<file path="config.mk">
export PLATFORM = sky130hd
export DESIGN_NAME = irq_entry_seq
export DESIGN_NICKNAME = d
export VERILOG_FILES = /design/src/rtl/irq_seq_pkg.sv /design/src/rtl/irq_src_arb.sv /design/src/rtl/irq_addr_gen.sv /design/src/rtl/irq_entry_seq.sv
export SDC_FILE = /design/constraint.sdc
export NUM_CORES = 1
export LEC_CHECK = 0
export BUFFER_PORTS_ARGS = -buffer_cell sky130_fd_sc_hd__buf_2
export CAP_MARGIN = 40
export CORE_MARGIN = 2
export CORE_UTILIZATION = 51
export CTS_BUF_LIST = sky130_fd_sc_hd__clkbuf_8
export DETAILED_ROUTE_END_ITERATION = 16
export PLACE_DENSITY = 0.83
export SETUP_SLACK_MARGIN = 0.1
export SYNTH_ARGS = -nofsm -noshare
export SYNTH_HDL_FRONTEND = slang
export SYNTH_HIERARCHICAL = 1
export SYNTH_SLANG_ARGS = --single-unit
</file>
<file path="constraint.sdc">
create_clock -name clk -period 3.4 [get_ports clk]
set_clock_uncertainty 0.2 [all_clocks]
set_input_delay 0.68 -clock clk [delete_from_list [all_inputs] [get_ports clk]]
set_output_delay 0.68 -clock clk [all_outputs]
set_load 0.005 [all_outputs]
</file>
<file path="src/rtl/irq_seq_pkg.sv">
package irq_seq_pkg;

    typedef enum logic [3:0] {
        ST_IDLE,
        ST_PUSH_FL,
        ST_CLR_IF,
        ST_CLR_TF,
        ST_PUSH_CS,
        ST_PUSH_IP,
        ST_RD_IP,
        ST_RD_CS,
        ST_DONE
    } seq_state_e;

    // grant vector bit positions, highest priority first
    localparam int GNT_NMI  = 0;
    localparam int GNT_SW   = 1;
    localparam int GNT_INTR = 2;
    localparam int GNT_W    = 3;

endpackage

</file>
<file path="src/rtl/irq_src_arb.sv">
module irq_src_arb
    import irq_seq_pkg::*;
#(
    parameter int TYPE_W   = 8,
    parameter int NMI_TYPE = 2
) (
    input  logic              clk,
    input  logic              rst_n,
    input  logic              nmi_in,
    input  logic              intr_in,
    input  logic [TYPE_W-1:0] intr_type,
    input  logic              sw_req,
    input  logic [TYPE_W-1:0] sw_type,
    input  logic              if_flag,
    input  logic              can_take,
    output logic [GNT_W-1:0]  grant,
    output logic [TYPE_W-1:0] sel_type,
    output logic              nmi_pend
);

    logic nmi_prev_q;
    logic nmi_pend_q;
    logic nmi_rise;

    assign nmi_rise = nmi_in & ~nmi_prev_q;
    assign nmi_pend = nmi_pend_q;

    always_comb begin
        grant    = '0;
        sel_type = '0;
        if (can_take) begin
            if (nmi_pend_q) begin
                grant[GNT_NMI] = 1'b1;
                sel_type       = TYPE_W'(NMI_TYPE);
            end else if (sw_req) begin
                grant[GNT_SW] = 1'b1;
                sel_type      = sw_type;
            end else if (intr_in && if_flag) begin
                grant[GNT_INTR] = 1'b1;
                sel_type        = intr_type;
            end
        end
    end

    always_ff @(posedge clk or negedge rst_n) begin
        if (!rst_n) begin
            nmi_prev_q <= 1'b0;
            nmi_pend_q <= 1'b0;
        end else begin
            nmi_prev_q <= nmi_in;
            nmi_pend_q <= nmi_rise | (nmi_pend_q & ~grant[GNT_NMI]);
        end
    end

endmodule

</file>
<file path="src/rtl/irq_addr_gen.sv">
module irq_addr_gen #(
    parameter int DATA_W = 16,
    parameter int ADDR_W = 20,
    parameter int TYPE_W = 8
) (
    input  logic [DATA_W-1:0] seg,
    input  logic [DATA_W-1:0] off,
    input  logic [TYPE_W-1:0] vtype,
    input  logic              sel_vec,
    input  logic              vec_hi,
    output logic [ADDR_W-1:0] addr
);

    localparam int SEG_SHIFT  = ADDR_W - DATA_W;
    localparam int WORD_BYTES = DATA_W / 8;
    localparam int VEC_PAD    = ADDR_W - TYPE_W - 2;

    logic [ADDR_W-1:0] stack_addr;
    logic [ADDR_W-1:0] vec_base;

    // segment shifted up by SEG_SHIFT plus zero-extended offset, wraps at ADDR_W
    assign stack_addr = {seg, {SEG_SHIFT{1'b0}}} + {{SEG_SHIFT{1'b0}}, off};
    // each vector entry is two words: type * 4
    assign vec_base   = {{VEC_PAD{1'b0}}, vtype, 2'b00};

    always_comb begin
        if (sel_vec) begin
            addr = vec_base + (vec_hi ? ADDR_W'(WORD_BYTES) : '0);
        end else begin
            addr = stack_addr;
        end
    end

endmodule

</file>
<file path="src/rtl/irq_entry_seq.sv">
module irq_entry_seq
    import irq_seq_pkg::*;
#(
    parameter int DATA_W   = 16,
    parameter int ADDR_W   = 20,
    parameter int TYPE_W   = 8,
    parameter int NMI_TYPE = 2,
    parameter int IF_POS   = 9,
    parameter int TF_POS   = 8
) (
    input  logic              clk,
    input  logic              rst_n,
    input  logic              at_boundary,
    input  logic              nmi_in,
    input  logic              intr_in,
    input  logic [TYPE_W-1:0] intr_type,
    input  logic              sw_req,
    input  logic [TYPE_W-1:0] sw_type,
    input  logic [DATA_W-1:0] flags_in,
    input  logic [DATA_W-1:0] cs_in,
    input  logic [DATA_W-1:0] ip_in,
    input  logic [DATA_W-1:0] ss_in,
    input  logic [DATA_W-1:0] sp_in,
    output logic [GNT_W-1:0]  src_grant,
    output logic              busy,
    output logic              done,
    output logic [DATA_W-1:0] flags_out,
    output logic [DATA_W-1:0] cs_out,
    output logic [DATA_W-1:0] ip_out,
    output logic [DATA_W-1:0] sp_out,
    output logic              mem_req,
    output logic              mem_we,
    output logic [ADDR_W-1:0] mem_addr,
    output logic [DATA_W-1:0] mem_wdata,
    input  logic [DATA_W-1:0] mem_rdata,
    input  logic              mem_ack
);

    localparam int WORD_BYTES = DATA_W / 8;
    localparam logic [DATA_W-1:0] SP_STEP = DATA_W'(WORD_BYTES);

    seq_state_e        state_q, state_d;
    logic [DATA_W-1:0] flags_q, cs_q, ip_q, ss_q, sp_q;
    logic [TYPE_W-1:0] type_q;
    logic [TYPE_W-1:0] sel_type;
    logic              nmi_pend;
    logic              can_take;
    logic              start;
    logic              use_vec;
    logic              vec_hi;

    assign can_take = (state_q == ST_IDLE) && at_boundary;
    assign start    = |src_grant;

    irq_src_arb #(
        .TYPE_W   (TYPE_W),
        .NMI_TYPE (NMI_TYPE)
    ) u_arb (
        .clk       (clk),
        .rst_n     (rst_n),
        .nmi_in    (nmi_in),
        .intr_in   (intr_in),
        .intr_type (intr_type),
        .sw_req    (sw_req),
        .sw_type   (sw_type),
        .if_flag   (flags_in[IF_POS]),
        .can_take  (can_take),
        .grant     (src_grant),
        .sel_type  (sel_type),
        .nmi_pend  (nmi_pend)
    );

    irq_addr_gen #(
        .DATA_W (DATA_W),
        .ADDR_W (ADDR_W),
        .TYPE_W (TYPE_W)
    ) u_addr (
        .seg     (ss_q),
        .off     (sp_q),
        .vtype   (type_q),
        .sel_vec (use_vec),
        .vec_hi  (vec_hi),
        .addr    (mem_addr)
    );

    // next-state logic
    always_comb begin
        state_d = state_q;
        unique case (state_q)
            ST_IDLE:    if (start)   state_d = ST_PUSH_FL;
            ST_PUSH_FL: if (mem_ack) state_d = ST_CLR_IF;
            ST_CLR_IF:               state_d = ST_CLR_TF;
            ST_CLR_TF:               state_d = ST_PUSH_CS;
            ST_PUSH_CS: if (mem_ack) state_d = ST_PUSH_IP;
            ST_PUSH_IP: if (mem_ack) state_d = ST_RD_IP;
            ST_RD_IP:   if (mem_ack) state_d = ST_RD_CS;
            ST_RD_CS:   if (mem_ack) state_d = ST_DONE;
            ST_DONE:                 state_d = ST_IDLE;
            default:                 state_d = ST_IDLE;
        endcase
    end

    // state register
    always_ff @(posedge clk or negedge rst_n) begin
        if (!rst_n) state_q <= ST_IDLE;
        else        state_q <= state_d;
    end

    // working registers: captured context, stack pointer, vector values
    always_ff @(posedge clk or negedge rst_n) begin
        if (!rst_n) begin
            flags_q <= '0;
            cs_q    <= '0;
            ip_q    <= '0;
            ss_q    <= '0;
            sp_q    <= '0;
            type_q  <= '0;
        end else begin
            case (state_q)
                ST_IDLE: begin
                    if (start) begin
                        flags_q <= flags_in;
                        cs_q    <= cs_in;
                        ip_q    <= ip_in;
                        ss_q    <= ss_in;
                        sp_q    <= sp_in - SP_STEP;
                        type_q  <= sel_type;
                    end
                end
                ST_CLR_IF: flags_q[IF_POS] <= 1'b0;
                ST_CLR_TF: begin
                    flags_q[TF_POS] <= 1'b0;
                    sp_q            <= sp_q - SP_STEP;
                end
                ST_PUSH_CS: if (mem_ack) sp_q <= sp_q - SP_STEP;
                ST_RD_IP:   if (mem_ack) ip_q <= mem_rdata;
                ST_RD_CS:   if (mem_ack) cs_q <= mem_rdata;
                default: ;
            endcase
        end
    end

    // outputs decoded from the state
    always_comb begin
        mem_req   = 1'b0;
        mem_we    = 1'b0;
        mem_wdata = '0;
        use_vec   = 1'b0;
        vec_hi    = 1'b0;
        busy      = (state_q != ST_IDLE);
        done      = 1'b0;
        unique case (state_q)
            ST_PUSH_FL: begin
                mem_req   = 1'b1;
                mem_we    = 1'b1;
                mem_wdata = flags_q;
            end
            ST_PUSH_CS: begin
                mem_req   = 1'b1;
                mem_we    = 1'b1;
                mem_wdata = cs_q;
            end
            ST_PUSH_IP: begin
                mem_req   = 1'b1;
                mem_we    = 1'b1;
                mem_wdata = ip_q;
            end
            ST_RD_IP: begin
                mem_req = 1'b1;
                use_vec = 1'b1;
            end
            ST_RD_CS: begin
                mem_req = 1'b1;
                use_vec = 1'b1;
                vec_hi  = 1'b1;
            end
            ST_DONE: done = 1'b1;
            default: ;
        endcase
    end

    assign flags_out = flags_q;
    assign cs_out    = cs_q;
    assign ip_out    = ip_q;
    assign sp_out    = sp_q;

endmodule

</file>
==> results.md <==
- Number of antenna violations at the first check in global routing: 3
- Number of synthesis warnings: 6
- Number of levels in the clock H-tree: 3
- Pleak: 3.926 nW
- Library cell with the highest instance count after synthesis: nand2_1
- Clock net sink count: 94
- Cell area after technology mapping: 0.005982 mm^2
- Maximum frequency from static timing analysis: 0.3017 GHz
- Worst path buffer plus inverter count: 1
- Number of antenna-violating nets in the routed design: 0
- Remaining DRCs: 0
- Final routed wirelength across all metal layers: 19420 um
- Pin count of the biggest net entering global routing: 56
- Count of nets after finishing: 1076
- Cell area after placement: 0.007317 mm^2
- Core utilization of the finished layout: 67.59%
- Min Clock Period, post-route: 3.315 ns
- Detailed-router iteration count before antenna repair: 7
- Floorplan Core Area: 0.01142 mm^2
- Via count normalized by instance count: 5.726
- Transition time of the tightest slew-check pin: 0.7330 ns
- Setup TNS Final: 0 ns
- Peak supply drop: 0.5258 mV
- Number of distinct library cells after synthesis: 68
- Maximum clock path buffer count: 2
- Clock Latency Late Sink: 0.36 ns
- Endpoint type of the worst setup path: primary output
- Hold_buf cts: 0
- PwrDens: 881.2 mW/mm^2
- Iteration-0 DRC count of the detailed router: 386
- Count of vias placed by the detailed router: 6259
- Setup repair after global routing missed its margin: yes
- Mapped Nets: 845
- Number of global-route vias before repair: 5972
- Total count of max-transition violations in the final report: 0
- Number of hold violations in the final report: 0
- Yosys top cell by area: dfrtp_1
- Detailed Place HPWL: 14420 um
- Relative max-transition margin: 50.95%
- Number of placed I/O pins: 226
- CP max stage cell: dfrtp_1
- Die width: 112.3 um
- Cell Count, Final, Fillers Out: 1093
- Maxcap violations: 0
- TritonCTS clock tree: yes
- Clock root cell: clkbuf_8
- Design Area, Final: 0.007717 mm^2
- Internal power: 3.648 mW
- Final setup violation count: 0
- Number of clock buffers inserted by TritonCTS: 9
- Largest stage delay on the critical path: 0.41 ns
- Global Route Usage Sum: 30.03%
- Number of enable flip-flop cells after synthesis: 0
- Relative contribution of combinational cells to total power: 60.2%
- Highest net fanout along the worst path: 5
- Share of layout cells above drive strength 1: 35.34%
- Post-DR wirelength/cell: 17.77 um
- Net Sw Frac: 46.36%
- Register area share after synthesis: 39.32%
- Crit start category: flip-flop
- Req. time, crit path: 2.52 ns
- Delay-heaviest family, CP: adder cells
- Residual overflow from global routing: 0
- Sequential cell fraction of total power: 29.2%
- Area of the die: 0.01261 mm^2
- Post-placement cell count: 1064
- Dominant register cell in the synthesized netlist: dfrtp_1
- Share of flip-flops with an asynchronous set or reset after synthesis: 100.0%
- Number of port buffers: 225
- First-pass GRT wire length: 30140 um
- Initial cell density of the core: 52.39%
- Cell row count: 39
- Share of the synthesized area in the top cell type: 39.32%
- GP Congestion: 0.9091
- Area growth from synthesis to layout: 29.01%
- Clock power frac: 10.5%
- Top cells by area, synth: dfrtp_1 39%, nand2_1 13%, mux2i_1 6.4%, o21ai_0 5.2%, ha_1 2.7%
- Chip Height: 112.3 um
- Clock slew at the register clock pins of the worst setup and hold paths: 0.10 ns
- Arrival @ worst endpoint: 2.44 ns
- Count of state elements after synthesis: 94
- CP Class: reg2out
- Synthesized area divided by synthesized cell count: 8.402 um^2
- Outcome: finished clean
- Mapped Cells: 712
- Worst Hold Class: in2async
- Share of the cycle needed by the critical path after routing: 97.50%
- NetSw: 3.153 mW
- CP cell instances: ha_2 > fa_2 > a21o_1 > nand3_2 > a31oi_4 > a21oi_2 > mux2_4 > buf_2
- List of most frequent post-synthesis cells: 209 x nand2_1, 94 x dfrtp_1, 62 x o21ai_0
## worst reg2reg max path, stage by stage (launching register included)
cell      delay, ns
dfrtp_1        0.41
nor2_1         0.30
and3_2         0.32
nand4b_2       0.25
nor2_1         0.18
nor3_1         0.06
buf_4          0.16
or2_2          0.28
a22oi_1        0.15
buf_4          0.22
nand3_1        0.09
a32oi_1        0.21
a211o_1        0.12
## timing repair
| action | 4_1_cts | 5_1_grt |
|---|---|---|
| pin swaps | 0 | 14 |
| setup buffers | 1 | 10 |
| hold endpoints to repair | 0 | 0 |
| setup endpoints to repair | 7 | 10 |
| resized for setup | 7 | 21 |
## final cells by class
type,instances,area [um^2]
multi-input combinational,566,3545
clock inverter,7,57.56
inverter,11,41.29
tap,143,178.9
fill,997,3701
timing repair buffer,261,1405
sequential,94,2361
clock buffer,9,123.9
antenna,2,5.005
## kinds of logic after synthesis
family	count (synthesis)	synth area share (%)
simple gates	340	26.46
flops	94	39.32
mux	52	8.994
buf+inv	52	3.953
fa+ha+maj	14	3.054
xor+xnor	11	1.611
compound gates	149	16.61
## power by group through the flow
stage / clock, mW / combinational [mW] / sequential (mW)
finish: 0.716 / 4.10 / 1.99
global route: 0.772 / 4.48 / 2.04
CTS: 0.723 / 3.84 / 1.98
detailed placement: 0 / 3.77 / 1.99
global placement: 0 / 3.71 / 1.97
floorplan: 0 / 2.36 / 1.88
## layout by cell type (no fill, tap or decap), types with 4 or more instances in the layout
| cell type | instances |
|---|---|
| buf_2 | 223 |
| nand2_1 | 209 |
| dfrtp_1 | 87 |
| o21ai_0 | 62 |
| nor2_1 | 40 |
| mux2i_1 | 38 |
| buf_4 | 37 |
| a22oi_1 | 19 |
| inv_1 | 12 |
| nand2b_1 | 11 |
| nor3_1 | 11 |
| a21oi_1 | 10 |
| nor2b_1 | 9 |
| clkbuf_8 | 9 |
| o221ai_1 | 8 |
| nand3_1 | 8 |
| mux2_2 | 8 |
| nor4b_1 | 7 |
| dfrtp_2 | 7 |
| o2bb2ai_1 | 7 |
| a31oi_1 | 6 |
| xor2_1 | 6 |
| xnor2_1 | 5 |
| ha_1 | 5 |
| ha_4 | 5 |
| and3_1 | 4 |
| and2_1 | 4 |
| o211ai_1 | 4 |
| nor3b_1 | 4 |
| mux2_1 | 4 |
## state kept, by name, indices dropped and copies added (netlist names)
name and cells:
sp_out 16, state_q 4, flags_out 16, u_arb/nmi_prev_q 1, u_arb/nmi_pend 1, ss_q 16
type_q 8, cs_out 16, ip_out 16
## layer usage
| layer | vias up | part of all wire [%] | global-route usage [%] |
|---|---|---|---|
| met5 | - | 0.067 | 0 |
| met4 | 2 | 4.5 | 14.31 |
| met3 | 58 | 8.3 | 8.423 |
| met2 | 314 | 49 | 51.37 |
| met1 | 2945 | 38 | 34.92 |
| li1 | 2940 | - | - |
## metrics by stage
step	hold slack [ns]	setup WS [ns]	power, mW
floorplan	0.1844	0.5129	4.240
global placement	0.2034	0.3883	5.678
detailed placement	0.2160	0.3438	5.754
CTS	0.1580	0.07177	6.541
global route	0.1764	0.03558	7.291
finish	0.1387	0.08496	6.801
## worst paths after layout
| kind | start | to | slack [ns] | cells past startpoint |
|---|---|---|---|---|
| worst max register to register | state_q[1] | sp_out[10] | 0.39 | 12 |
| worst min register to register | u_arb/nmi_prev_q | u_arb/nmi_pend | 0.23 | 1 |
| worst max-delay path | sp_out[4] | mem_addr[14] | 0.08 | 8 |
| min in group clk | u_arb/nmi_prev_q | u_arb/nmi_pend | 0.23 | 1 |
| worst min-delay path | rst_n | ss_q[12] | 0.14 | 1 |
| max in group asynchronous | rst_n | sp_out[3] | 2.07 | 2 |
No activity file was read; power rests on OpenSTA's default activity.
